<file path="config.mk">
export PLATFORM = sky130hd
export DESIGN_NAME = sercom_uart
export DESIGN_NICKNAME = d
export VERILOG_FILES = /design/src/rtl/sercom_pkg.sv /design/src/rtl/sercom_baud.sv /design/src/rtl/sercom_fifo.sv /design/src/rtl/sercom_tx.sv /design/src/rtl/sercom_rx.sv /design/src/rtl/sercom_uart.sv
export SDC_FILE = /design/constraint.sdc
export NUM_CORES = 1
export LEC_CHECK = 0
export BUFFER_PORTS_ARGS = -buffer_cell sky130_fd_sc_hd__buf_4
export CAP_MARGIN = 25
export CORE_UTILIZATION = 54
export CTS_CLUSTER_SIZE = 28
export DETAILED_ROUTE_END_ITERATION = 6
export HOLD_SLACK_MARGIN = 0.03
export MAX_ROUTING_LAYER = met4
export PLACE_DENSITY_LB_ADDON = 0.1
export SLEW_MARGIN = 20
export SYNTH_ARGS = -nofsm -noshare
export SYNTH_HDL_FRONTEND = slang
export SYNTH_SLANG_ARGS = --single-unit
</file>
<file path="constraint.sdc">
create_clock -name clk -period 4.05 [get_ports clk]
set_input_delay 0.405 -clock clk [delete_from_list [all_inputs] [get_ports clk]]
set_output_delay 0.405 -clock clk [all_outputs]
set_load 0.02 [all_outputs]
</file>
<file path="src/rtl/sercom_pkg.sv">
`timescale 1ns/1ps
package sercom_pkg;
  localparam int unsigned DATA_W = 9;
  localparam int unsigned OSR    = 16;
  localparam int unsigned OSR_W  = $clog2(OSR);

  typedef struct packed {
    logic              brk;
    logic              ferr;
    logic              perr;
    logic [DATA_W-1:0] data;
  } rx_word_t;

  localparam int unsigned RXW_W = $bits(rx_word_t);

  typedef enum logic [1:0] {RX_HUNT, RX_SHIFT, RX_WAIT_HIGH} rx_state_e;
  typedef enum logic {TX_IDLE, TX_SHIFT} tx_state_e;

  // parity over the active data bits; odd inverts the XOR
  function automatic logic frame_parity(logic [DATA_W-1:0] d, logic nine, logic odd);
    logic [DATA_W-1:0] m;
    m = nine ? d : {1'b0, d[DATA_W-2:0]};
    return (^m) ^ odd;
  endfunction
endpackage

</file>
<file path="src/rtl/sercom_baud.sv">
`timescale 1ns/1ps
module sercom_baud #(
  parameter int unsigned DIV_W = 16
) (
  input  logic             clk,
  input  logic             rst_n,
  input  logic [DIV_W-1:0] div,
  output logic             tick
);
  logic [DIV_W-1:0] cnt_q, cnt_d;
  logic             wrap;

  always_comb begin
    wrap  = (cnt_q >= div);
    cnt_d = wrap ? '0 : cnt_q + 1'b1;
  end

  always_ff @(posedge clk or negedge rst_n) begin
    if (!rst_n) cnt_q <= '0;
    else        cnt_q <= cnt_d;
  end

  assign tick = wrap;
endmodule

</file>
<file path="src/rtl/sercom_fifo.sv">
`timescale 1ns/1ps
module sercom_fifo #(
  parameter int unsigned W     = 9,
  parameter int unsigned DEPTH = 8   // power of two
) (
  input  logic         clk,
  input  logic         rst_n,
  input  logic         push,
  input  logic [W-1:0] wdata,
  input  logic         pop,
  output logic [W-1:0] rdata,
  output logic         full,
  output logic         empty
);
  localparam int unsigned AW = $clog2(DEPTH);

  logic [W-1:0] mem [DEPTH];
  logic [AW:0]  wptr_q, wptr_d, rptr_q, rptr_d;
  logic         do_push, do_pop;

  always_comb begin
    empty   = (wptr_q == rptr_q);
    full    = (wptr_q[AW] != rptr_q[AW]) && (wptr_q[AW-1:0] == rptr_q[AW-1:0]);
    do_push = push && !full;
    do_pop  = pop && !empty;
    wptr_d  = do_push ? wptr_q + 1'b1 : wptr_q;
    rptr_d  = do_pop  ? rptr_q + 1'b1 : rptr_q;
    rdata   = mem[rptr_q[AW-1:0]];
  end

  always_ff @(posedge clk or negedge rst_n) begin
    if (!rst_n) begin
      wptr_q <= '0;
      rptr_q <= '0;
    end else begin
      wptr_q <= wptr_d;
      rptr_q <= rptr_d;
    end
  end

  always_ff @(posedge clk) begin
    if (do_push) mem[wptr_q[AW-1:0]] <= wdata;
  end
endmodule

</file>
<file path="src/rtl/sercom_tx.sv">
`timescale 1ns/1ps
module sercom_tx
  import sercom_pkg::*;
(
  input  logic              clk,
  input  logic              rst_n,
  input  logic              tick,
  input  logic              nine,
  input  logic              par_en,
  input  logic              par_odd,
  input  logic              have_data,
  input  logic [DATA_W-1:0] data,
  output logic              pop,
  output logic              txd,
  output logic              busy
);
  localparam int unsigned FRAME_W = DATA_W + 3;  // start, data, parity, stop

  tx_state_e          st_q, st_d;
  logic [FRAME_W-1:0] sh_q, sh_d, frame;
  logic [OSR_W-1:0]   cnt_q, cnt_d;
  logic [3:0]         left_q, left_d, nbits;

  always_comb begin
    // frame image, LSB first on the wire
    frame    = '1;
    frame[0] = 1'b0;
    for (int i = 0; i < DATA_W; i++) begin
      if (i < DATA_W - 1 || nine) frame[i+1] = data[i];
    end
    if (par_en) frame[nine ? DATA_W + 1 : DATA_W] = frame_parity(data, nine, par_odd);
    nbits = 4'd10 + {3'b000, nine} + {3'b000, par_en};

    st_d   = st_q;
    sh_d   = sh_q;
    cnt_d  = cnt_q;
    left_d = left_q;
    pop    = 1'b0;
    case (st_q)
      TX_IDLE: begin
        if (have_data) begin
          pop    = 1'b1;
          sh_d   = frame;
          cnt_d  = '0;
          left_d = nbits;
          st_d   = TX_SHIFT;
        end
      end
      default: begin
        if (tick) begin
          if (cnt_q == OSR_W'(OSR - 1)) begin
            cnt_d  = '0;
            sh_d   = {1'b1, sh_q[FRAME_W-1:1]};
            left_d = left_q - 1'b1;
            if (left_q == 4'd1) st_d = TX_IDLE;
          end else begin
            cnt_d = cnt_q + 1'b1;
          end
        end
      end
    endcase
  end

  always_ff @(posedge clk or negedge rst_n) begin
    if (!rst_n) begin
      st_q   <= TX_IDLE;
      sh_q   <= '1;
      cnt_q  <= '0;
      left_q <= '0;
    end else begin
      st_q   <= st_d;
      sh_q   <= sh_d;
      cnt_q  <= cnt_d;
      left_q <= left_d;
    end
  end

  assign txd  = sh_q[0];
  assign busy = (st_q == TX_SHIFT);
endmodule

</file>
<file path="src/rtl/sercom_rx.sv">
`timescale 1ns/1ps
module sercom_rx
  import sercom_pkg::*;
(
  input  logic     clk,
  input  logic     rst_n,
  input  logic     tick,
  input  logic     rxd,
  input  logic     nine,
  input  logic     par_en,
  input  logic     par_odd,
  output logic     valid,
  output rx_word_t word
);
  localparam int unsigned SH_W = DATA_W + 2;  // data, parity, stop

  rx_state_e         st_q, st_d;
  logic [1:0]        sync_q;
  logic              line;
  logic [OSR_W-1:0]  cnt_q, cnt_d;
  logic [3:0]        idx_q, idx_d, last_idx;
  logic [SH_W-1:0]   sh_q, sh_d;
  logic              valid_q, valid_d;
  rx_word_t          word_q, word_d;
  logic [DATA_W-1:0] dbits;
  logic              pbit;

  assign line = sync_q[1];

  always_comb begin
    last_idx = 4'd8 + {3'b000, nine} + {3'b000, par_en};
    st_d     = st_q;
    cnt_d    = cnt_q;
    idx_d    = idx_q;
    sh_d     = sh_q;
    valid_d  = 1'b0;
    word_d   = word_q;
    dbits    = '0;
    pbit     = 1'b0;
    case (st_q)
      RX_HUNT: begin
        if (tick) begin
          if (!line) begin
            // start confirmed at mid-bit
            if (cnt_q == OSR_W'(OSR/2 - 1)) begin
              st_d  = RX_SHIFT;
              cnt_d = '0;
              idx_d = '0;
            end else begin
              cnt_d = cnt_q + 1'b1;
            end
          end else begin
            cnt_d = '0;
          end
        end
      end
      RX_SHIFT: begin
        if (tick) begin
          if (cnt_q == OSR_W'(OSR - 1)) begin
            cnt_d = '0;
            if (idx_q < 4'(SH_W)) sh_d[idx_q] = line;
            idx_d = idx_q + 1'b1;
            if (idx_q == last_idx) begin
              dbits       = nine ? sh_d[DATA_W-1:0] : {1'b0, sh_d[DATA_W-2:0]};
              pbit        = par_en && sh_d[nine ? DATA_W : DATA_W - 1];
              valid_d     = 1'b1;
              word_d.data = dbits;
              word_d.perr = par_en && (pbit != frame_parity(dbits, nine, par_odd));
              word_d.ferr = !line;
              word_d.brk  = !line && (dbits == '0) && !pbit;
              st_d        = line ? RX_HUNT : RX_WAIT_HIGH;
            end
          end else begin
            cnt_d = cnt_q + 1'b1;
          end
        end
      end
      default: begin
        if (line) begin
          st_d  = RX_HUNT;
          cnt_d = '0;
        end
      end
    endcase
  end

  always_ff @(posedge clk or negedge rst_n) begin
    if (!rst_n) begin
      st_q    <= RX_HUNT;
      sync_q  <= 2'b11;
      cnt_q   <= '0;
      idx_q   <= '0;
      sh_q    <= '0;
      valid_q <= 1'b0;
      word_q  <= '0;
    end else begin
      st_q    <= st_d;
      sync_q  <= {sync_q[0], rxd};
      cnt_q   <= cnt_d;
      idx_q   <= idx_d;
      sh_q    <= sh_d;
      valid_q <= valid_d;
      word_q  <= word_d;
    end
  end

  assign valid = valid_q;
  assign word  = word_q;
endmodule

</file>
<file path="src/rtl/sercom_uart.sv">
`timescale 1ns/1ps
module sercom_uart
  import sercom_pkg::*;
#(
  parameter int unsigned DIV_W      = 16,
  parameter int unsigned FIFO_DEPTH = 8
) (
  input  logic             clk,
  input  logic             rst_n,
  input  logic [DIV_W-1:0] cfg_div,
  input  logic             cfg_nine_bit,
  input  logic             cfg_par_en,
  input  logic             cfg_par_odd,
  input  logic [7:0]       cfg_node_addr,
  input  logic             wr_en,
  input  logic [8:0]       wr_data,
  input  logic             rd_en,
  output logic             rd_valid,
  output logic [8:0]       rd_data,
  output logic             rd_perr,
  output logic             rd_ferr,
  output logic             rd_brk,
  output logic             tx_full,
  output logic             tx_empty,
  output logic             rx_full,
  output logic             rx_empty,
  output logic             tx_ovf,
  output logic             rx_udf,
  output logic             rx_ovr,
  input  logic             rxd,
  output logic             txd
);
  logic [1:0]        rst_pipe_q;
  logic              rst_sync_n;
  logic              tick;
  logic              tx_pop, tx_busy, tx_push;
  logic [DATA_W-1:0] tx_head;
  logic              rx_valid, rx_push, rx_pop, keep, addr_hit;
  rx_word_t          rx_word, rx_head, rd_word_q, rd_word_d;
  logic              rd_valid_q, rd_valid_d;
  logic              tx_ovf_q, tx_ovf_d, rx_udf_q, rx_udf_d, rx_ovr_q, rx_ovr_d;
  logic              match_q, match_d;

  always_ff @(posedge clk or negedge rst_n) begin
    if (!rst_n) rst_pipe_q <= 2'b00;
    else        rst_pipe_q <= {rst_pipe_q[0], 1'b1};
  end
  assign rst_sync_n = rst_pipe_q[1];

  sercom_baud #(.DIV_W(DIV_W)) u_baud (
    .clk(clk), .rst_n(rst_sync_n), .div(cfg_div), .tick(tick)
  );

  sercom_fifo #(.W(DATA_W), .DEPTH(FIFO_DEPTH)) u_txq (
    .clk(clk), .rst_n(rst_sync_n), .push(tx_push), .wdata(wr_data),
    .pop(tx_pop), .rdata(tx_head), .full(tx_full), .empty(tx_empty)
  );

  sercom_tx u_tx (
    .clk(clk), .rst_n(rst_sync_n), .tick(tick), .nine(cfg_nine_bit),
    .par_en(cfg_par_en), .par_odd(cfg_par_odd), .have_data(!tx_empty),
    .data(tx_head), .pop(tx_pop), .txd(txd), .busy(tx_busy)
  );

  sercom_rx u_rx (
    .clk(clk), .rst_n(rst_sync_n), .tick(tick), .rxd(rxd), .nine(cfg_nine_bit),
    .par_en(cfg_par_en), .par_odd(cfg_par_odd), .valid(rx_valid), .word(rx_word)
  );

  sercom_fifo #(.W(RXW_W), .DEPTH(FIFO_DEPTH)) u_rxq (
    .clk(clk), .rst_n(rst_sync_n), .push(rx_push), .wdata(rx_word),
    .pop(rx_pop), .rdata(rx_head), .full(rx_full), .empty(rx_empty)
  );

  always_comb begin
    // transmit side
    tx_push  = wr_en && !tx_full;
    tx_ovf_d = tx_ovf_q || (wr_en && tx_full);
    // address filter
    addr_hit = (rx_word.data[7:0] == cfg_node_addr);
    keep     = !cfg_nine_bit || rx_word.brk || (rx_word.data[8] ? addr_hit : match_q);
    match_d  = match_q;
    if (rx_valid && cfg_nine_bit && rx_word.data[8] && !rx_word.brk) match_d = addr_hit;
    // receive queue
    rx_push  = rx_valid && keep && !rx_full;
    rx_ovr_d = rx_ovr_q || (rx_valid && keep && rx_full);
    // host read
    rx_pop     = rd_en && !rx_empty;
    rx_udf_d   = rx_udf_q || (rd_en && rx_empty);
    rd_valid_d = rd_en;
    rd_word_d  = rd_word_q;
    if (rd_en) rd_word_d = rx_empty ? '0 : rx_head;
  end

  always_ff @(posedge clk or negedge rst_sync_n) begin
    if (!rst_sync_n) begin
      tx_ovf_q   <= 1'b0;
      rx_udf_q   <= 1'b0;
      rx_ovr_q   <= 1'b0;
      match_q    <= 1'b0;
      rd_valid_q <= 1'b0;
      rd_word_q  <= '0;
    end else begin
      tx_ovf_q   <= tx_ovf_d;
      rx_udf_q   <= rx_udf_d;
      rx_ovr_q   <= rx_ovr_d;
      match_q    <= match_d;
      rd_valid_q <= rd_valid_d;
      rd_word_q  <= rd_word_d;
    end
  end

  assign rd_valid = rd_valid_q;
  assign rd_data  = rd_word_q.data;
  assign rd_perr  = rd_word_q.perr;
  assign rd_ferr  = rd_word_q.ferr;
  assign rd_brk   = rd_word_q.brk;
  assign tx_ovf   = tx_ovf_q;
  assign rx_udf   = rx_udf_q;
  assign rx_ovr   = rx_ovr_q;
endmodule

</file>
==> out/metrics.yaml, run 1 <==
critical_path:
  r2r_slack_ps: 1030
  r2r-start: "u_txq.rptr_q[0]"
  worstSetupEndpointType: "flip-flop"
  reg2reg_depth: 7
  path_max_fanout: 16
  worstPathArrival_ps: 3480
  crit_path_start: "u_txq.rptr_q[0]"
  worstSetupPathType: "flip-flop to flip-flop"
  start_kind: "flip-flop"
  worstPathRequired_ps: 4510
cts:
  cts_buffers: 29
  cts_tree: "built"
  cts_resized: 0
  path_clk_slew_ps: 60
  post_cts_buffers: 0
  htreeDepth: 1
  clock_latency_ps: 540
  ctsHoldBuffers: 2
  cts_sinks: 274
  cts_buffer_depth: 3
  clockRootBuffer: "clkbuf_16"
logic_synthesis:
  synth_edf_count: 168
  synthesis.nets: 935
  ys_types: 60
  synth-seq-area-share_pct: 62.3
  synth_area_leaders: "edfxtp_1 (41%), dfrtp_1 (19%), mux4_2 (6.0%)"
  syn_inst: 860
  synth_top_area_cell: "edfxtp_1"
  syn-cell-area_sq_um: 12400
  yosysWarnings: 0
  synthArstFlopShare_pct: 38.7
  synth_top_area_share_pct: 40.7
  yosys_most_used_dff: "edfxtp_1"
  synth-seq-cells: 274
  syn_avg_cell_area_sq_um: 14.4
final_layout:
  finalNonFillerCells: 1252
  area_delta_synth_final_pct: 14.5
  drive_above_1_share_pct: 24.1
  post-route-util_pct: 62.8
  fill_cells: 1697
  nets: 1019
  n_antenna_cell: 0
floorplan:
  dieArea_sq_um: 23600
  start_util_pct: 54.9
  fp.dieH_um: 153
  ios: 62
  core_area_sq_um: 22600
  rows: 55
  die_w_um: 153
grt:
  grt_pass1_vias: 7489
  grt_antenna_before_repair: 0
  grt-ovfl-total: 0
  grt_max_degree: 60
  grtUsageTotal_pct: 21.6
  grt_first_pass_wirelength_um: 38900
timing:
  relSlewSlack_pct: 33.7
  setup_tns_ps: 0
  period_minus_slack_ps: 3020
  finalCritPeriodShare_pct: 74.5
  slew_viol_final: 0
  hold_ws_ps: 77.7
  skew_ps: 12.2
  tightest_slew_ps: 995
  hold_viol: 0
  rsz0062_at_grt: "false"
  fmax_mhz: 331
  setup_violations: 0
detailed_routing:
  drtIter0Drc: 400
  vias: 7137
  drc: 0
  wl_per_cell_um: 18.8
  drt_wl_total_um: 23600
  via_per_inst: 5.70
  ant_nets: 0
  drt_first_pass_iters: 6
outcome:
  status: "finished clean"
placement:
  dpl.cell_count: 1195
  port_buffers: 61
  routabilityCongestion: 0.832
  dpl.hpwl_um: 16000
min_path:
  hold_start: "wr_en"
  hold_depth: 2
  hp-class: "primary input to flip-flop"
pwr:
  p_leak_uw: 0.00539
  irDropWorstVdd_mv: 0.447
  p_per_area_nw_per_um2: 534
flow_run:
  max-cap-violations: 0
==> cell usage in the layout, fill, tap and decap left out, types with 3 or more instances in the layout <==
cell type  instances
edfxtp_1         168
o22ai_1           15
xor2_1            20
ha_1              34
nand2b_1          10
mux2i_1           35
o21ai_0           20
o211ai_1           5
nor3_1            14
nor2_1            37
mux4_2            33
clkinv_2           3
nor3b_1           10
clkbuf_16         29
nand4b_1           3
buf_4             88
mux4_1             4
a21o_1             9
dfrtp_1           92
and3_1             6
nand4_1           10
clkbuf_8           7
nand2_1           50
inv_1             56
clkinv_1           3
mux2_2            50
clkbuf_1          10
xnor2_1           45
a21oi_1           11
nor2b_1            6
nand3_1           20
dfstp_2           13
a31oi_1            6
a211oi_1           5
==> report_power, final <==
part | switching (uW) | leakage [uW] | internal [uW]
Clock | 1020 | 0.000441 | 1450
Sequential | 254 | 0.00271 | 3280
Combinational | 827 | 0.00225 | 744
==> sequential cells by signal (all words and copies together) (netlist names), 9 cells and up <==
| name | cells |
|---|---|
| u_rxq.mem | 96 |
| u_rx.sh_q | 10 |
| u_baud.cnt_q | 16 |
| u_rx.word | 12 |
| u_txq.mem | 72 |
| rd_data | 9 |
| u_tx.sh_q | 11 |
==> Yosys cell counts (10+ instances only) <==
library cell and number:
a21oi_1 11, clkbuf_1 21, dfrtp_1 93, dfstp_2 13, edfxtp_1 168, ha_1 34, inv_1 56, mux2_2 50
mux2i_1 35, mux4_2 33, nand2_1 50, nand2b_1 10, nand3_1 20, nand4_1 10, nor2_1 37, nor3_1 14
nor3b_1 10, o21ai_0 20, o22ai_1 15, xnor2_1 45, xor2_1 20
==> final cells by class <==
cell class | count | area (sq um) | share of cell area [%]
repair buffers | 91 | 696 | 4.91
flip-flops and latches | 274 | 7720 | 54.4
multi-input cells | 492 | 4300 | 30.3
well taps | 285 | 357 | 2.51
clock buffers | 46 | 860 | 6.06
clock inverters | 8 | 42.5 | 0.300
inverters | 56 | 210 | 1.48
==> layer usage <==
layer | wire [um] | vias to the layer above | global-route usage (%) | part of all wire, %
li1 | - | 3343 | - | -
met1 | 10200 | 3597 | 27.4 | 43
met2 | 11900 | 156 | 36.5 | 50
met3 | 942 | 41 | 2.64 | 4.0
met4 | 595 | 0 | 6.52 | 2.5
met5 | 0 | - | - | 0
==> final timing paths <==
path | endpoint
worst max-delay path | u_tx.sh_q[10]
worst min-delay path | tx_ovf
worst max register to register | u_tx.sh_q[10]
worst min register to register | rst_pipe_q[1]
max in group asynchronous | u_tx.sh_q[10]
min in group asynchronous | rst_pipe_q[1]
==> critical path, stage by stage, from the launching register on <==
cell and delay, ps:
dfrtp_1 810, mux4_1 700, nand2_1 100, o21ai_0 70
a221o_1 310, xnor3_1 410, xor2_1 180, o32a_1 350
==> cell families after synthesis <==
| group | share of synthesized area (%) |
|---|---|
| adder cells (fa/ha/maj) | 3.43 |
| buffers and inverters | 3.05 |
| multiplexers | 14.3 |
| AO/OA/AOI/OAI | 5.06 |
| AND/OR/NAND/NOR | 7.06 |
| XOR/XNOR | 4.78 |
| other | 0.0303 |
| flip-flops | 62.3 |
==> stage by stage <==
stage	area, sq um	power (uW)	setup WS (ps)
2_1_floorplan	12400	4680	901
3_3_place_gp	13200	5110	1080
3_5_place_dp	13200	5180	1040
4_1_cts	14200	7660	1020
5_1_grt	14200	7970	808
6_report	14200	7570	1030
(Power assumes the default switching activity.)
==> run 2: changes to the inputs <==
--- a/config.mk
+++ b/config.mk
@@ -5,6 +5,7 @@
 export SDC_FILE = /design/constraint.sdc
 export NUM_CORES = 1
 export LEC_CHECK = 0
+export ABC_AREA = 1
 export BUFFER_PORTS_ARGS = -buffer_cell sky130_fd_sc_hd__buf_4
 export CAP_MARGIN = 25
 export CORE_UTILIZATION = 54
==> constraint.sdc (replaced) <==
create_clock -name clk -period 2.71 [get_ports clk]
set_input_delay 0.271 -clock clk [delete_from_list [all_inputs] [get_ports clk]]
set_output_delay 0.271 -clock clk [all_outputs]
set_load 0.02 [all_outputs]
==> out/metrics.yaml, run 2 <==
pwr:
  irDropWorstVdd_mv: 0.580
  p_per_area_nw_per_um2: 832
  p_leak_uw: 0.00616
cts:
  clock_latency_ps: 540
  clockRootBuffer: "clkbuf_16"
  htreeDepth: 1
  cts_sinks: 274
  path_clk_slew_ps: 60
  cts_buffers: 29
  cts_buffer_depth: 3
  post_cts_buffers: 0
  cts_tree: "built"
detailed_routing:
  vias: 8896
  drtIter0Drc: 475
  drt_first_pass_iters: 7
  via_per_inst: 5.27
  drt_wl_total_um: 25700
  drc: 0
  ant_nets: 0
  wl_per_cell_um: 15.2
logic_synthesis:
  synthesis.nets: 1340
  yosysWarnings: 0
  synth-seq-cells: 274
  synth_top_area_cell: "edfxtp_1"
  synthArstFlopShare_pct: 38.7
  synth_top_area_share_pct: 40.2
  synth_top_cells_by_count: "nand2_1 (298), edfxtp_1 (168), nor2_1 (133)"
  yosysMostFrequentCell: "nand2_1"
  syn_inst: 1265
  yosys_most_used_dff: "edfxtp_1"
  syn_avg_cell_area_sq_um: 9.93
  synth-seq-area-share_pct: 61.4
  syn-cell-area_sq_um: 12600
  ys_types: 44
  synth_area_leaders: "edfxtp_1 (40%), dfrtp_1 (19%), nand2_1 (8.9%)"
  synth_edf_count: 168
final_layout:
  layout_common_cells: "nand2_1 (298), edfxtp_1 (168), nor2_1 (132)"
  drive_above_1_share_pct: 14.5
  largest_reg_flops: 96
  area_delta_synth_final_pct: 17.1
  layout_commonest_cell: "nand2_1"
  nets: 1453
  stdcell_area_sq_um: 14700
floorplan:
  rows: 55
  core_area_sq_um: 22700
  fp.dieH_um: 154
  ios: 62
  die_w_um: 154
  start_util_pct: 55.3
  dieArea_sq_um: 23900
timing:
  fmax_mhz: 401
  finalCritPeriodShare_pct: 92.0
  relSlewSlack_pct: 34.9
  tightest_slew_ps: 974
  slew_viol_final: 0
  hold_viol: 0
  setup_violations: 0
  setup_tns_ps: 0
  skew_ps: 7.90
  period_minus_slack_ps: 2490
  rsz0062_at_grt: "true"
grt:
  grt_max_degree: 53
  grt_first_pass_wirelength_um: 41300
  grt_pass1_vias: 8245
  grtUsageTotal_pct: 22.7
  grt-ovfl-total: 0
  grt_antenna_before_repair: 3
flow_run:
  max-cap-violations: 0
outcome:
  status: "finished clean"
placement:
  port_buffers: 61
  dpl.hpwl_um: 17500
  place_area_sq_um: 13500
  routabilityCongestion: 0.839
critical_path:
  worstPathRequired_ps: 3150
  worstSetupEndpointType: "flip-flop"
  path_max_fanout: 5
  start_kind: "flip-flop"
  cpMostUsedCell: "xor2_1"
  critPathTopFamily: "XOR/XNOR gates"
  slowest_delay_ps: 430
  worstSetupPathType: "flip-flop to flip-flop"
  path_buf_inv: 2
  reg2reg_depth: 11
  crit_cells: 11
  slowest_stage: "dfrtp_1"
  worstPathArrival_ps: 2940
  path_cells: "inv_1 -> ha_1 -> nand3_1 -> o21ai_0 -> inv_1 -> ha_1 -> xnor2_1 -> xor2_1 -> xor2_1 -> xor2_1 -> o31ai_1"
min_path:
  hold_depth: 3
  hp-class: "primary input to flip-flop"
==> run 2: power breakdown <==
group | switching [uW] | internal (uW)
clock network | 1580 | 2410
registers | 331 | 4910
logic | 1880 | 1120
total | 3780 | 8440
==> run 2: worst paths after layout <==
| check | start | endpoint | slack, ps |
|---|---|---|---|
| setup / recovery | u_rx.idx_q[1] | u_rx.word[9] | 220 |
| hold / removal | cfg_par_en | u_rx.word[9] | 70 |
| setup reg to reg | u_rx.idx_q[1] | u_rx.word[9] | 220 |
| hold reg to reg | rst_pipe_q[0] | rst_pipe_q[1] | 350 |
| max in group asynchronous | rst_pipe_q[1] | u_rx.sync_q[0] | 1510 |
| min in group asynchronous | rst_pipe_q[1] | u_rxq.rptr_q[1] | 380 |
==> run 2: routing by layer <==
metal / vias to the layer above / part of all wire, % / GRT usage, %
met5: - / 0 / -
met4: 0 / 2.7 / 7.17
met3: 48 / 5.9 / 3.59
met2: 237 / 47 / 36.7
met1: 4136 / 45 / 29.6
li1: 4475 / - / -
==> run 2: logic make-up after synthesis <==
| kind of cell | after synthesis | share of synthesized area, % |
|---|---|---|
| AND/OR/NAND/NOR | 531 | 17.4 |
| AO/OA/AOI/OAI | 217 | 9.62 |
| XOR/XNOR | 37 | 2.58 |
| flip-flops | 274 | 61.4 |
| buffers and inverters | 170 | 5.42 |
| multiplexers | 1 | 0.0797 |
| other | 1 | 0.0299 |
| adder cells (fa/ha/maj) | 34 | 3.39 |
==> run 2: layout make-up <==
| class | count | area (sq um) |
|---|---|---|
| sequential | 274 | 7720 |
| inverter | 126 | 473 |
| tap | 285 | 357 |
| clock inverter | 15 | 155 |
| timing repair buffer | 126 | 997 |
| fill | 1825 | 8010 |
| multi-input combinational | 821 | 4160 |
| clock buffer | 39 | 825 |
| antenna | 3 | 7.51 |
==> run 2: tightest hold or removal path, delay by kind of cell <==
family | cells | cell delay (ps)
buffers and inverters | 2 | 210
AOI/OAI and AO/OA | 1 | 80
==> run 2: stage by stage <==
step	total power [uW]	utilization [%]	std cells	worst slack, ps	hold slack (ps)
5_1_grt	12900	64.7	1689	-6.20	68.2
3_3_place_gp	8230	59.7	1616	231	53.7
4_1_cts	12300	64.6	1684	143	45.5
2_1_floorplan	7330	-	1265	245	-24.6
3_5_place_dp	8300	59.7	1616	173	54.7
6_report	12200	64.7	1689	216	70.6
==> run 2: timing repair <==
action	in CTS	in global routing
gates resized for setup	0	4
endpoints found under the setup margin	0	25
endpoints found under the hold margin	79	0
hold buffers	14	0
